$ cat src/rtl/hwf_pkg.sv
package hwf_pkg;
  typedef enum logic {
    DIR_FILL  = 1'b0,
    DIR_DRAIN = 1'b1
  } hwf_dir_e;

  function automatic int ctrl_cnt_lsb();
    return 1;
  endfunction
endpackage

$ cat src/rtl/hwf_store.sv
module hwf_store #(
  parameter int W     = 16,
  parameter int DEPTH = 4,
  localparam int CNT_W = $clog2(DEPTH + 1),
  localparam int PTR_W = $clog2(DEPTH)
) (
  input  logic             clk,
  input  logic             rst,
  input  logic             clear,
  input  logic             push,
  input  logic [W-1:0]     push_data,
  input  logic             pop,
  input  logic             ld_state,
  input  logic [CNT_W-1:0] ld_cnt,
  input  logic [PTR_W-1:0] ld_wptr,
  input  logic [PTR_W-1:0] ld_rptr,
  input  logic             reg_we,
  input  logic [PTR_W-1:0] reg_idx,
  input  logic [W-1:0]     reg_wdata,
  output logic [W-1:0]     reg_entry,
  output logic [CNT_W-1:0] cnt,
  output logic [PTR_W-1:0] wptr,
  output logic [PTR_W-1:0] rptr,
  output logic [W-1:0]     rd_q
);
  localparam logic [PTR_W-1:0] LAST = PTR_W'(DEPTH - 1);
  localparam logic [CNT_W-1:0] FULL_CNT = CNT_W'(DEPTH);

  logic [W-1:0] mem [DEPTH];
  logic push_ok, pop_ok;

  assign push_ok = push && !clear && !ld_state && (cnt != FULL_CNT);
  assign pop_ok  = pop  && !clear && !ld_state && (cnt != '0);
  assign reg_entry = mem[reg_idx];

  // single write port so the array maps to RAM
  always_ff @(posedge clk) begin
    if (push_ok)     mem[wptr]    <= push_data;
    else if (reg_we) mem[reg_idx] <= reg_wdata;
  end

  always_ff @(posedge clk) begin
    if (rst) begin
      wptr <= '0;
      rptr <= '0;
      cnt  <= '0;
      rd_q <= '0;
    end else if (clear) begin
      wptr <= '0;
      rptr <= '0;
      cnt  <= '0;
    end else if (ld_state) begin
      wptr <= ld_wptr;
      rptr <= ld_rptr;
      cnt  <= ld_cnt;
    end else begin
      if (push_ok) wptr <= (wptr == LAST) ? '0 : wptr + 1'b1;
      if (pop_ok) begin
        rptr <= (rptr == LAST) ? '0 : rptr + 1'b1;
        rd_q <= mem[rptr];
      end
      case ({push_ok, pop_ok})
        2'b10:   cnt <= cnt + 1'b1;
        2'b01:   cnt <= cnt - 1'b1;
        default: cnt <= cnt;
      endcase
    end
  end

  assert_no_overflow_R10: assert property (@(posedge clk) disable iff (rst)
    (push && !pop && !clear && !ld_state && cnt == FULL_CNT) |=> (cnt == FULL_CNT));
  assert_no_underflow_R10: assert property (@(posedge clk) disable iff (rst)
    (pop && !push && !clear && !ld_state && cnt == '0) |=> (cnt == '0));
  assert_count_bound_R10: assert property (@(posedge clk) disable iff (rst)
    cnt <= FULL_CNT);
endmodule

$ cat src/rtl/hwf_pack.sv
module hwf_pack #(
  parameter int W = 16,
  localparam int BW = W / 2
) (
  input  logic          clk,
  input  logic          rst,
  input  logic          clear,
  input  logic          active,
  input  logic          byte_wr,
  input  logic [BW-1:0] byte_in,
  input  logic          flushing,
  input  logic          full,
  input  logic          ld_state,
  input  logic          ld_bp,
  input  logic          ld_hold,
  input  logic [BW-1:0] ld_hold_val,
  output logic          bp,
  output logic [BW-1:0] hold,
  output logic          push,
  output logic [W-1:0]  push_data
);
  logic take_lo, take_hi, pad;

  assign take_lo = active && !flushing && byte_wr && !bp;
  assign take_hi = active && !flushing && byte_wr && bp && !full;
  assign pad     = active && flushing && bp && !full;

  assign push      = take_hi || pad;
  assign push_data = pad ? {{BW{1'b0}}, hold} : {byte_in, hold};

  always_ff @(posedge clk) begin
    if (rst) begin
      bp   <= 1'b0;
      hold <= '0;
    end else if (clear) begin
      bp   <= 1'b0;
    end else begin
      if (ld_state) bp <= ld_bp;
      else if (take_lo) bp <= 1'b1;
      else if (take_hi || pad) bp <= 1'b0;
      if (ld_hold) hold <= ld_hold_val;
      else if (take_lo) hold <= byte_in;
    end
  end

  assert_pair_clears_R3: assert property (@(posedge clk) disable iff (rst)
    (take_hi && !clear && !ld_state) |=> !bp);
  assert_first_sets_R3: assert property (@(posedge clk) disable iff (rst)
    (take_lo && !clear && !ld_state) |=> (bp && hold == $past(byte_in)));
  assert_pad_zero_R5: assert property (@(posedge clk) disable iff (rst)
    pad |-> (push_data[W-1:BW] == '0));
endmodule

$ cat src/rtl/hwf_req.sv
module hwf_req #(
  parameter int DEPTH = 4,
  localparam int CNT_W = $clog2(DEPTH + 1)
) (
  input  logic             clk,
  input  logic             rst,
  input  logic             en,
  input  logic             dir_drain,
  input  logic             flushing,
  input  logic             bp,
  input  logic [CNT_W-1:0] cnt,
  output logic             dma_req
);
  localparam int FREE_MIN = 2;
  localparam int HELD_MIN = 2;

  logic want;
  int   free_n;

  always_comb begin
    free_n = DEPTH - int'(cnt);
    if (!en)
      want = 1'b0;
    else if (dir_drain)
      want = (int'(cnt) >= HELD_MIN) || (flushing && (cnt != '0 || bp));
    else
      want = (free_n >= FREE_MIN);
  end

  always_ff @(posedge clk) begin
    if (rst) dma_req <= 1'b0;
    else     dma_req <= want;
  end

  assert_drain_req_R4: assert property (@(posedge clk) disable iff (rst)
    (en && dir_drain && !flushing && int'(cnt) < HELD_MIN) |=> !dma_req);
  assert_flush_req_R5: assert property (@(posedge clk) disable iff (rst)
    (en && dir_drain && flushing && (cnt != '0 || bp)) |=> dma_req);
  assert_fill_req_R9: assert property (@(posedge clk) disable iff (rst)
    (en && !dir_drain && cnt == '0) |=> dma_req);
endmodule

$ cat src/rtl/hwf_top.sv
module hwf_top #(
  parameter int W     = 16,
  parameter int DEPTH = 4,
  localparam int BW    = W / 2,
  localparam int RA_W  = $clog2(DEPTH + 2)
) (
  input  logic            clk,
  input  logic            rst,
  input  logic            en,
  input  logic            dir_drain,
  input  logic            flush,
  input  logic            sys_wr,
  input  logic [W-1:0]    sys_wdata,
  input  logic            sys_rd,
  input  logic            loc_byte_wr,
  input  logic [BW-1:0]   loc_byte,
  input  logic            loc_rd,
  output logic [W-1:0]    rd_data,
  output logic            dma_req,
  output logic            full,
  output logic            empty,
  input  logic            reg_wr,
  input  logic [RA_W-1:0] reg_addr,
  input  logic [W-1:0]    reg_wdata,
  output logic [W-1:0]    reg_rdata
);
  import hwf_pkg::*;

  localparam int CNT_W = $clog2(DEPTH + 1);
  localparam int PTR_W = $clog2(DEPTH);
  localparam int CNT_LO = hwf_pkg::ctrl_cnt_lsb();
  localparam int WP_LO  = CNT_LO + CNT_W;
  localparam int RP_LO  = WP_LO + PTR_W;
  localparam int CTRL_BITS = RP_LO + PTR_W;
  localparam logic [RA_W-1:0] A_HOLD = RA_W'(DEPTH);
  localparam logic [RA_W-1:0] A_CTRL = RA_W'(DEPTH + 1);

  hwf_dir_e dir;
  logic [CNT_W-1:0] cnt;
  logic [PTR_W-1:0] wptr, rptr;
  logic [W-1:0] entry_q, reg_entry, pk_data, st_push_data;
  logic bp, pk_push, st_push, st_pop, clear, flushing;
  logic [BW-1:0] hold;
  logic reg_ok, we_entry, ld_state, ld_hold;
  logic [CTRL_BITS-1:0] ctrl_v;

  assign dir      = dir_drain ? DIR_DRAIN : DIR_FILL;
  assign clear    = en && (dir == DIR_FILL) && flush;
  assign reg_ok   = reg_wr && !en;
  assign we_entry = reg_ok && (reg_addr < A_HOLD);
  assign ld_hold  = reg_ok && (reg_addr == A_HOLD);
  assign ld_state = reg_ok && (reg_addr == A_CTRL);

  assign st_push      = en && ((dir == DIR_DRAIN) ? pk_push : sys_wr);
  assign st_push_data = (dir == DIR_DRAIN) ? pk_data : sys_wdata;
  assign st_pop       = en && ((dir == DIR_DRAIN) ? sys_rd : loc_rd);

  assign full  = (cnt == CNT_W'(DEPTH));
  assign empty = (cnt == '0);
  assign ctrl_v = {rptr, wptr, cnt, bp};

  hwf_store #(.W(W), .DEPTH(DEPTH)) u_store (
    .clk(clk), .rst(rst), .clear(clear),
    .push(st_push), .push_data(st_push_data), .pop(st_pop),
    .ld_state(ld_state),
    .ld_cnt(reg_wdata[CNT_LO +: CNT_W]),
    .ld_wptr(reg_wdata[WP_LO +: PTR_W]),
    .ld_rptr(reg_wdata[RP_LO +: PTR_W]),
    .reg_we(we_entry), .reg_idx(reg_addr[PTR_W-1:0]), .reg_wdata(reg_wdata),
    .reg_entry(reg_entry),
    .cnt(cnt), .wptr(wptr), .rptr(rptr), .rd_q(entry_q)
  );

  hwf_pack #(.W(W)) u_pack (
    .clk(clk), .rst(rst), .clear(clear),
    .active(en && (dir == DIR_DRAIN)),
    .byte_wr(loc_byte_wr), .byte_in(loc_byte),
    .flushing(flushing), .full(full),
    .ld_state(ld_state), .ld_bp(reg_wdata[0]),
    .ld_hold(ld_hold), .ld_hold_val(reg_wdata[BW-1:0]),
    .bp(bp), .hold(hold), .push(pk_push), .push_data(pk_data)
  );

  hwf_req #(.DEPTH(DEPTH)) u_req (
    .clk(clk), .rst(rst), .en(en), .dir_drain(dir == DIR_DRAIN),
    .flushing(flushing), .bp(bp), .cnt(cnt), .dma_req(dma_req)
  );

  assign rd_data = entry_q;

  always_ff @(posedge clk) begin
    if (rst)
      flushing <= 1'b0;
    else if (en && (dir == DIR_DRAIN) && flush)
      flushing <= 1'b1;
    else if (flushing && empty && !bp)
      flushing <= 1'b0;
  end

  always_ff @(posedge clk) begin
    if (rst)
      reg_rdata <= '0;
    else if (reg_addr == A_CTRL)
      reg_rdata <= W'(ctrl_v);
    else if (en)
      reg_rdata <= '0;
    else if (reg_addr == A_HOLD)
      reg_rdata <= {{BW{1'b0}}, hold};
    else if (reg_addr < A_HOLD)
      reg_rdata <= reg_entry;
    else
      reg_rdata <= '0;
  end

  assert_fill_flush_R6: assert property (@(posedge clk) disable iff (rst)
    (en && !dir_drain && flush) |=> (cnt == '0 && wptr == '0 && rptr == '0 && !bp));
  assert_reg_wr_blocked_R7: assert property (@(posedge clk) disable iff (rst)
    (en && reg_wr && !sys_wr && !sys_rd && !loc_rd && !loc_byte_wr && !flush && !flushing)
      |=> ($stable(cnt) && $stable(wptr) && $stable(rptr) && $stable(bp) && $stable(hold)));
  assert_reg_rd_hidden_R7: assert property (@(posedge clk) disable iff (rst)
    (en && reg_addr != A_CTRL) |=> (reg_rdata == '0));
  assert_disabled_idle_R8: assert property (@(posedge clk) disable iff (rst)
    (!en && !reg_wr) |=> ($stable(cnt) && $stable(bp)));
endmodule

$ cat config.mk
export PLATFORM = sky130hd
export DESIGN_NAME = hwf_top
export DESIGN_NICKNAME = d
export VERILOG_FILES = /design/src/rtl/hwf_pkg.sv /design/src/rtl/hwf_store.sv /design/src/rtl/hwf_pack.sv /design/src/rtl/hwf_req.sv /design/src/rtl/hwf_top.sv
export SDC_FILE = /design/constraint.sdc
export NUM_CORES = 1
export LEC_CHECK = 0
export ABC_AREA = 1
export ABC_CLOCK_PERIOD_IN_PS = 2980
export CORE_MARGIN = 4
export CORE_UTILIZATION = 40
export CTS_BUF_LIST = sky130_fd_sc_hd__clkbuf_8 sky130_fd_sc_hd__clkbuf_16
export DETAILED_ROUTE_END_ITERATION = 6
export SYNTH_ARGS = -nofsm -noshare
export SYNTH_HDL_FRONTEND = slang
export SYNTH_SLANG_ARGS = --single-unit
$ cat constraint.sdc
create_clock -name clk -period 2.98 [get_ports clk]
set_input_delay 0.298 -clock clk [delete_from_list [all_inputs] [get_ports clk]]
set_output_delay 0.298 -clock clk [all_outputs]
set_load 0.03 [all_outputs]
## Yosys cells after proc, flatten, opt, wreduce, memory -nomap -nowiden

Memories as Yosys holds them, arrays and structs flattened. A register that Yosys moved wholly into a read port is not among the register bits.
Index checks and enable logic that the tools add are counted.

| word-level totals | value |
|---|---|
| input bits | 53 |
| bits in writable memories | 64 |
| logic and storage cells | 114 |
| memories kept | 1 |
| output and inout bits | 35 |
| bits in registers | 34 |

Memories:

| memory | words | width | read ports | clocked after Yosys merged registers in | wr ports | RTL line | RTL |
|---|---|---|---|---|---|---|---|
| u_store.mem | 4 | 16 | 2 | 1 | 1 | hwf_store.sv:29 | `logic [W-1:0] mem [DEPTH];` |

| cells by class | value |
|---|---|
| equal/unequal tests | 8 |
| reduce and logical (&&, ||, !) cells | 50 |
| bitwise operators | 5 |
| $lt $le $gt $ge | 3 |
| $add $sub $neg | 5 |
| multiplexer cells | 33 |

Operators with widths:

| kind | number |
|---|---|
| 2-to-1 mux 16 bit | 3 |
| 2-to-1 mux 8 bit | 6 |
| >= comparator 32 x 3 -> 1 bit, second input constant | 1 |
| logical AND 1 bit | 27 |
| OR reduction 16 bit | 1 |
| 2-to-1 mux 1 bit | 15 |
| 2-to-1 mux 2 bit | 7 |
| equality test 3 bit, second input constant | 3 |
| nonzero test 3 bit | 3 |
| nonzero test 2 bit | 4 |
| equality test 2 bit, second input constant | 3 |
| logical NOT 1 bit | 6 |
| one-hot mux 3 bit (2 select lines) | 1 |
| NOT 1 bit | 5 |
| OR reduction 5 bit | 1 |
| adder 2 x 1 -> 2 bit, second input constant | 2 |
| OR reduction 2 bit | 2 |
| subtractor 3 x 3 -> 4 bit, first input constant | 1 |
| adder 3 x 1 -> 3 bit, second input constant | 1 |
| >= comparator 3 x 2 -> 1 bit, second input constant | 1 |
| logical NOT 3 bit | 1 |
| logical OR 1 bit | 3 |
| < comparator 3 bit, second input constant | 1 |
| 2-to-1 mux 3 bit | 1 |
| 5 further kinds | 5 |

## Logic depth before layout (Yosys ltp)

Gate-level depths: netlist (run 1).

| depth | value |
|---|---|
| depth after elaboration | 16 |
| depth in mapped cells | 16 |
| depth with buffers taken out | 15 |

## Modules after synthesis

Synthesis (run 1) repeated with hierarchy kept, for this count alone.

| second synthesis, totals | value |
|---|---|
| cell total of the unflattened synthesis | 719 |
| area total of the unflattened synthesis | 5903.2 µm² |

By module, submodules not included:

| module | times used | area each (µm²) | cells each | sequential area each (µm²) |
|---|---|---|---|---|
| hwf_store | 1 | 4076.4 | 420 | 2382.3 |
| hwf_top | 1 | 997.2 | 162 | 340.3 |
| hwf_pack | 1 | 729.4 | 120 | 180.2 |
| hwf_req | 1 | 100.1 | 17 | 20.0 |

## Least setup slack after synthesis (run 1)

No wires, ideal clock.

| path | value |
|---|---|
| path type | reg-to-reg |
| start point | register u_store.cnt[1] |
| end point | memory u_store.mem[0][0], enable pin |
| data required time | 2.592 ns |
| clock period less this slack | 2.444 ns |
| slack | 0.536 ns |
| cell stages (with the launch flop) | 10 |
| buffers on the path | 0 |
| library setup time | 0.388 ns |
| arrival | 2.055 ns |
| cells stage by stage | dfxtp_1 nor2_1 ha_1 nor2_1 o211ai_1 nand2_1 nand2_2 nand2_1 nand2_1 nor2_1 |

| between the ends | value |
|---|---|
| word-level cells in the longest chain between the ends | 13 |
| elaborated cells between the ends (all ways) | 18 |
| classes of those cells | eq/ne: 2; mux: 7; reduce/logical: 9 |

RTL lines:

| item | RTL line | RTL |
|---|---|---|
| start, declared | hwf_store.sv:21 | `output logic [CNT_W-1:0] cnt,` |
| start signal, assigned | hwf_store.sv:55 | `cnt <= ld_cnt;` |
| start signal, assigned | hwf_store.sv:63 | `2'b10: cnt <= cnt + 1'b1;` |
| start signal, assigned | hwf_store.sv:64 | `2'b01: cnt <= cnt - 1'b1;` |
| equality test 3 bit (*) | hwf_top.sv:58 | `assign full = (cnt == CNT_W'(DEPTH));` |
| net full | hwf_top.sv:20 | `output logic full,` |
| logical NOT 1 bit (*) | hwf_pack.sv:25, hwf_pack.sv:26 |  |
| logical AND 1 bit (on tied branches) | hwf_pack.sv:25, hwf_pack.sv:26 |  |
| logical OR 1 bit (*) | hwf_pack.sv:28 | `assign push = take_hi \|\| pad;` |
| 2-to-1 mux 1 bit (*) | hwf_top.sv:54 | `assign st_push = en && ((dir == DIR_DRAIN) ? pk_push : sys_wr);` |
| logical AND 1 bit (*) | hwf_top.sv:54 |  |
| logical AND 1 bit (*) (3 in series) | hwf_store.sv:32 | `assign push_ok = push && !clear && !ld_state && (cnt != FULL_CNT);` |
| 2-to-1 mux 1 bit | hwf_store.sv:38 | `if (push_ok) mem[wptr] <= push_data;` |
| 2-to-1 mux 1 bit (not written as such) | hwf_store.sv:39 | `else if (reg_we) mem[reg_idx] <= reg_wdata;` |
| OR reduction 16 bit (no line) | - |  |
| 2-to-1 mux 2 bit (no line) or 2-to-1 mux 1 bit (tied branches) | - |  |
| end, declared | hwf_store.sv:29 |  |

Mark *: on every way through the listed nets, which the timed path passes. The rest lies on a longest branch.

## Final worst setup path (run 1)

| path | value |
|---|---|
| start point | register u_store.cnt[1] |
| end point | register u_store.cnt[2] |

| between the ends | value |
|---|---|
| word-level cells in the longest chain between the ends | 12 |
| elaborated cells between the ends (all ways) | 20 |
| classes of those cells | add/sub: 2; eq/ne: 4; mux: 3; reduce/logical: 11 |

RTL lines:

| item | RTL line | RTL |
|---|---|---|
| equality test 3 bit | hwf_top.sv:58 |  |
| logical NOT 1 bit | hwf_pack.sv:25, hwf_pack.sv:26 |  |
| logical AND 1 bit (on tied branches) | hwf_pack.sv:25, hwf_pack.sv:26 |  |
| logical OR 1 bit | hwf_pack.sv:28 |  |
| 2-to-1 mux 1 bit | hwf_top.sv:54 |  |
| logical AND 1 bit | hwf_top.sv:54 |  |
| logical AND 1 bit (3 in series) | hwf_store.sv:32 |  |
| equality test 2 x 1 -> 1 bit or equality test 2 bit (tied branches) | hwf_store.sv:62 | `case ({push_ok, pop_ok})` |
| one-hot mux 3 bit (2 select lines) | hwf_store.sv:62 |  |
| 2-to-1 mux 3 bit | hwf_store.sv:52 | `end else if (ld_state) begin` |

Several ways; a longest one is shown, not always the timed one.
A chain may end at the register's enable or synchronous reset.

==> reports/results.ini, run 1 <==
[critical_path]
worst_ep_required_time_ns=3.29
r2r_start=u_store.cnt[1]
rrSetupSlack_ns=0.57
ff2ff_path_depth=15
worstPathMaxFanout=6
critPathCaptureType=flip-flop
reg2reg_to=u_store.cnt[2]
startpoint_type=flip-flop
cp.arrival_ns=2.72
critical_path_class=flip-flop to flip-flop

[timing]
fmax_ghz=0.415
setup_viol=0
relSlewSlack_pct=24.9
finClkSkew_ns=0.00708
fin_crit_ns=2.41
hold_slack_ns=0.497
finalSetupTns_ns=0
finalMaxSlewViolations=0
worst_pin_slew_ns=1.13
hold_viol=0
rsz0062_at_grt=no
post-route-period-util_pct=80.9

[placement]
dp.final_hpwl_mm=11.8
gp_congestion=0.961
dp_cells=875
port-buffer-count=87
dpl_cell_area_um2=6470

[clock_tree]
cts_buffer_depth=2
hold_buffers=0
insertion_delay_ns=0.42
numCtsBuffers=17
clkTransAtPathRegs_ns=0.05
cts_resized=0
cts_tree=done
cts_max_level=4
cts_root_buf=clkbuf_16
cts_sinks=114
postCtsSetupBuffers=0

[yosys]
syn_area_um2=5380
synth_top_cell_area_share_pct=35.7
synth-xor-area-share_pct=0.163
syn_avg_cell_area_um2=8.65
synth_top_family_by_area=compound AO/OA/AOI/OAI gates
synth.distinct_cells=33
ys.flop_type=edfxtp_1
synthTopCellsByCount=o21ai_0, nor2_1, nand2_1, a21oi_1, edfxtp_1
ys_seq_area_share_pct=54.3
synth_adder_area_share_pct=1.30
synth_fp_nets=680
asyncSetResetFlopFracSynth_pct=0
synth-edff-count=64
synth_seq_cells=114
synthMuxAreaShare_pct=0
synth_compound_gate_area_share_pct=21.5
synth_simple_gate_area_share_pct=15.7
synth_top_area_cell=edfxtp_1
syn_inst=622
yosysMostFrequentCell=o21ai_0
yosysWarnings=0
synth_area_leaders=edfxtp_1, dfxtp_1, o21ai_0, a21oi_1, nor2_1

[route]
route.antenna.remaining_nets=0
totalWireLength_mm=16.7
wire_per_inst_um=18.4
viasPerCell=5.38
vias=4883
firstDrtPassIters=6
drtIter0Drc=466
drc_errors=0

[power_and_ir_drop]
clkPwrFrac_pct=44.3
peakVddDrop_v=0.000385
finalPower_mw=4.11
power.switching_mw=1.02
internal_power_mw=3.09
power_density_nw_per_um2=587
switching_share_pct=24.8
power_frac_seq_pct=43.1
leakage_nw=2.71
pwr-share-comb_pct=12.6

[min_path]
hp-class=flip-flop to flip-flop
whs_path_depth=2
min_to=reg_rdata[1]
hold_path_startpoint=u_store.cnt[0]

[floorplanning]
die_h_um=124
ios=88
die_w_um=124
core_area_um2=13200
dieArea_um2=15400
initial_core_util_pct=40.8
num_rows=42

[global_route]
grt.total_usage_pct=22.4
grt_first_pass_wirelength_mm=25.5
grt-busiest-layer=met2
grt_use_met1_pct=28.8
grt_pass1_vias=4812
grt_use_met3_pct=6.27
grt_overflow=0
antenna_found_initial=0
met2_usage_pct=35.2
grt_max_degree=41

[finish]
diodes=0
drive_above_1_share_pct=9.71
nNetsFinal=776
fin_cells=907
finish.instance_area_um2=7000
fillers=1212
areaGrowthSynthToFinish_pct=30.1

[flow_run]
maxCapViolations=0

[run_status]
status=finished, final reports clean

kinds of logic (layout without fill, tap and decap cells):
logic type | count (synthesis) | after routing
DFF | 114 | 114
xor gates and xnor gates | 1 | 1
buffers and inverters | 86 | 195
AOI/OAI and AO/OA | 217 | 217
adders and majority gates | 5 | 5
and+or+nand+nor | 199 | 199
metal layers:
metal	share of wire, %	vias up
met4	2.2	0
met3	6.2	27
met1	43	2317
li1	-	2354
met2	49	185
met5	0	-
registers in the layout (all words and copies together), names as in the netlist:
name,count
flushing,1
reg_rdata,16
u_pack.bp,1
u_pack.hold,8
u_req.dma_req,1
u_store.cnt,3
u_store.mem,64
u_store.rd_q,16
u_store.rptr,2
u_store.wptr,2
how the worst max path moves through the flow:
stage	start	end	slack, ns	cells past startpoint
6_report	u_store.cnt[1]	u_store.cnt[2]	0.57	15
5_1_grt	u_store.cnt[1]	u_store.cnt[2]	0.36	15
4_1_cts	u_store.cnt[1]	u_store.cnt[2]	0.61	15
3_5_place_dp	dir_drain	u_store.cnt[2]	0.29	15
3_3_place_gp	dir_drain	u_store.cnt[2]	0.37	15
2_1_floorplan	u_store.cnt[1]	u_store.mem[0][0]	0.54	9
cells in the final DEF, fill, tap and decap left out, drive strengths merged:
master / n
clkinvlp: 1
nor3b: 1
clkbuf: 19
bufinv: 1
dfxtp: 50
a2111oi: 1
xor2: 1
ha: 4
nand4: 1
fa: 1
clkdlybuf4s50: 87
o21ai: 102
inv: 60
a31oi: 26
clkinv: 5
and3: 1
buf: 22
o211ai: 3
nand2: 87
nor2: 84
edfxtp: 64
a21oi: 76
nor3: 8
nand3: 17
a22oi: 9
area by class of cell:
| class | instances | area (um^2) | share of cell area, % |
|---|---|---|---|
| clock buffers | 19 | 453 | 6.47 |
| multi-input cells | 422 | 2080 | 29.7 |
| inverters | 54 | 208 | 2.97 |
| flip-flops and latches | 114 | 2920 | 41.7 |
| well taps | 176 | 220 | 3.14 |
| repair buffers | 109 | 1040 | 14.8 |
| clock inverters | 13 | 83.8 | 1.20 |
power groups by stage:
stage / registers [mW] / clock network (mW) / logic, mW
floorplan: 1.83 / 0 / 0.249
finish: 1.77 / 1.82 / 0.518
global placement: 1.80 / 0 / 0.510
detailed placement: 1.80 / 0 / 0.515
global route: 1.78 / 1.93 / 0.566
CTS: 1.77 / 1.84 / 0.517
critical path, stage by stage (launching register included):
cell and delay [ns]:
dfxtp_1 0.37, nor2_1 0.16, ha_1 0.25, nor2_1 0.08
o211ai_1 0.10, nand2_1 0.12, nand2_2 0.17, nand2_4 0.09
fa_1 0.38, xor2_1 0.16, inv_1 0.07, nand3_1 0.08
nand3_1 0.10, nand3_1 0.07, nand2_1 0.06, inv_1 0.04
per-stage QoR:
| stage | utilization (%) | setup WS, ns |
|---|---|---|
| 5_1_grt | 53.1 | 0.364 |
| 3_5_place_dp | 49.0 | 0.287 |
| 6_report | 53.1 | 0.569 |
| 2_1_floorplan | - | 0.536 |
| 3_3_place_gp | 49.0 | 0.371 |
| 4_1_cts | 53.1 | 0.613 |
Note: power is estimated with default switching activity, not from simulation.
==> run 2: changes to the inputs <==
--- a/config.mk
+++ b/config.mk
@@ -6,11 +6,12 @@
 export NUM_CORES = 1
 export LEC_CHECK = 0
 export ABC_AREA = 1
-export ABC_CLOCK_PERIOD_IN_PS = 2980
+export ABC_CLOCK_PERIOD_IN_PS = 2200
 export CORE_MARGIN = 4
 export CORE_UTILIZATION = 40
 export CTS_BUF_LIST = sky130_fd_sc_hd__clkbuf_8 sky130_fd_sc_hd__clkbuf_16
 export DETAILED_ROUTE_END_ITERATION = 6
+export PLACE_DENSITY = 0.65
 export SYNTH_ARGS = -nofsm -noshare
 export SYNTH_HDL_FRONTEND = slang
 export SYNTH_SLANG_ARGS = --single-unit
==> constraint.sdc (replaced) <==
create_clock -name clk -period 2.2 [get_ports clk]
set_input_delay 0.22 -clock clk [delete_from_list [all_inputs] [get_ports clk]]
set_output_delay 0.22 -clock clk [all_outputs]
set_load 0.03 [all_outputs]
==> run 2 against run 1 <==
Net effect:
- the flow now finishes with violations (DRC)
- register-to-register slack lost 0.48 ns
- largest cell class unchanged
- sequential share of layout area decreased by 2.1 points
- critical endpoint unchanged
- utilization grew 2.8 points
- fmax increased by 14%
- flip-flop and latch count is the same
- worst setup slack got worse by 0.48 ns
- global-route usage rose by 0.84 points
- non-clock buffer count grew 28
- highest routed layer unchanged
- clock skew up 0.0040 ns
- routed wire length up 4.0%
- clock power increased by 72%
- first-iteration DRC count decreased by 6.4%
==> reports/results.ini, run 2 (synthesis results as in run 1) <==
[clock_tree]
cts_tree=done
insertion_delay_ns=0.42
clkTransAtPathRegs_ns=0.05
cts_sinks=114
cts_root_buf=clkbuf_16
cts_buffer_depth=2
cts_max_level=4
numCtsBuffers=17
hold_buffers=0

[critical_path]
worstPathMaxFanout=2
critical_path_class=flip-flop to flip-flop
startpoint_type=flip-flop
cp.arrival_ns=2.43
critPathCaptureType=flip-flop
worst_ep_required_time_ns=2.51

[finish]
nNetsFinal=804
regMostFlops=u_store.mem
fillers=1179
fin_cells=935
register_area_um2=2920
areaGrowthSynthToFinish_pct=36.9
mostFrequentLayoutCell=o21ai_0
fin_util_pct=55.9
reg.largest.list=u_store.mem (64), reg_rdata (16), u_store.rd_q (16)
diodes=0
largest_register_ffs=64
finish.instance_area_um2=7370
drive_above_1_share_pct=14.1
final_cell_mix=o21ai_0, clkdlybuf4s50_1, nor2_1
multiInputGateArea_um2=2090

[floorplanning]
initial_core_util_pct=40.8
ios=88
num_rows=42
dieArea_um2=15400
die_h_um=124
die_w_um=124
core_area_um2=13200

[timing]
hold_viol=0
fin_crit_ns=2.11
finClkSkew_ns=0.0111
worst_pin_slew_ns=0.791
setup_viol=0
finalSetupTns_ns=0
rsz0062_at_grt=yes
finalMaxSlewViolations=0
post-route-period-util_pct=96.1
fmax_ghz=0.473
setup_slack_ns=0.0856
hold_slack_ns=0.451
relSlewSlack_pct=47.2

[global_route]
grt-busiest-layer=met2
grt_pass1_vias=5121
antenna_found_initial=0
met2_usage_pct=38.0
grt_max_degree=29
grt.total_usage_pct=23.3
grt_first_pass_wirelength_mm=26.6
grt_use_met3_pct=6.54
grt_use_met1_pct=29.4
grt_overflow=0

[power_and_ir_drop]
peakVddDrop_v=0.000940
finalPower_mw=6.28
leakage_nw=2.90
power_density_nw_per_um2=852

[run_status]
status=complete, but fails checks
violations=DRC

[flow_run]
maxCapViolations=0

[min_path]
hp-class=input pin to flip-flop

[route]
totalWireLength_mm=17.3
drtIter0Drc=436
viasPerCell=5.50
vias=5147
route.antenna.remaining_nets=0
firstDrtPassIters=7
drc_errors=2
wire_per_inst_um=18.5

[placement]
gp_congestion=0.961
dpl_cell_area_um2=6680
dp.final_hpwl_mm=12.1
detailedPlace.worstSlack_ns=-0.211
dp_cells=902
port-buffer-count=87

run 2: worst paths after layout:
kind	from	to	slack, ns	depth (start not counted)
max reg2reg	u_store.cnt[1]	u_store.cnt[2]	0.09	15
max	u_store.cnt[1]	u_store.cnt[2]	0.09	15
min reg2reg	u_store.cnt[0]	reg_rdata[1]	0.50	2
min	flush	flushing	0.45	3
run 2: worst max-delay path: stages (launching register included):
cell	delay [ns]
dfxtp_1	0.31
nor2_2	0.14
ha_2	0.21
nor2_1	0.06
o211ai_1	0.11
nand2_1	0.13
nand2_2	0.11
nand2_4	0.05
fa_2	0.33
xor2_1	0.16
inv_1	0.06
nand3_1	0.07
nand3_1	0.10
nand3_1	0.07
nand2_1	0.06
inv_1	0.04
run 2: what timing repair did:
action,CTS,global route
gates resized for setup,1,3
hold endpoints to repair,0,0
setup buffers,0,1
setup endpoints to repair,1,49
pin swaps,0,3
run 2: layout make-up:
type	count	share of cell area, %
Sequential cell	114	39.7
Tap cell	176	2.99
Clock buffer	19	6.15
Multi-Input combinational cell	422	28.4
Clock inverter	13	2.94
Inverter	54	2.82
Timing Repair Buffer	137	17.1
run 2: per-layer routing:
metal / part of all wire, % / vias to the layer above
met2: 50 / 273
met4: 2.0 / 0
met1: 40 / 2433
li1: - / 2412
met5: 0 / -
met3: 8.4 / 29
run 2: power breakdown:
| part | internal (mW) | switching (mW) | leakage, nW |
|---|---|---|---|
| combinational | 0.304 | 0.455 | 1.57 |
| clock | 2.16 | 0.961 | 0.334 |
| sequential | 2.36 | 0.0381 | 0.990 |
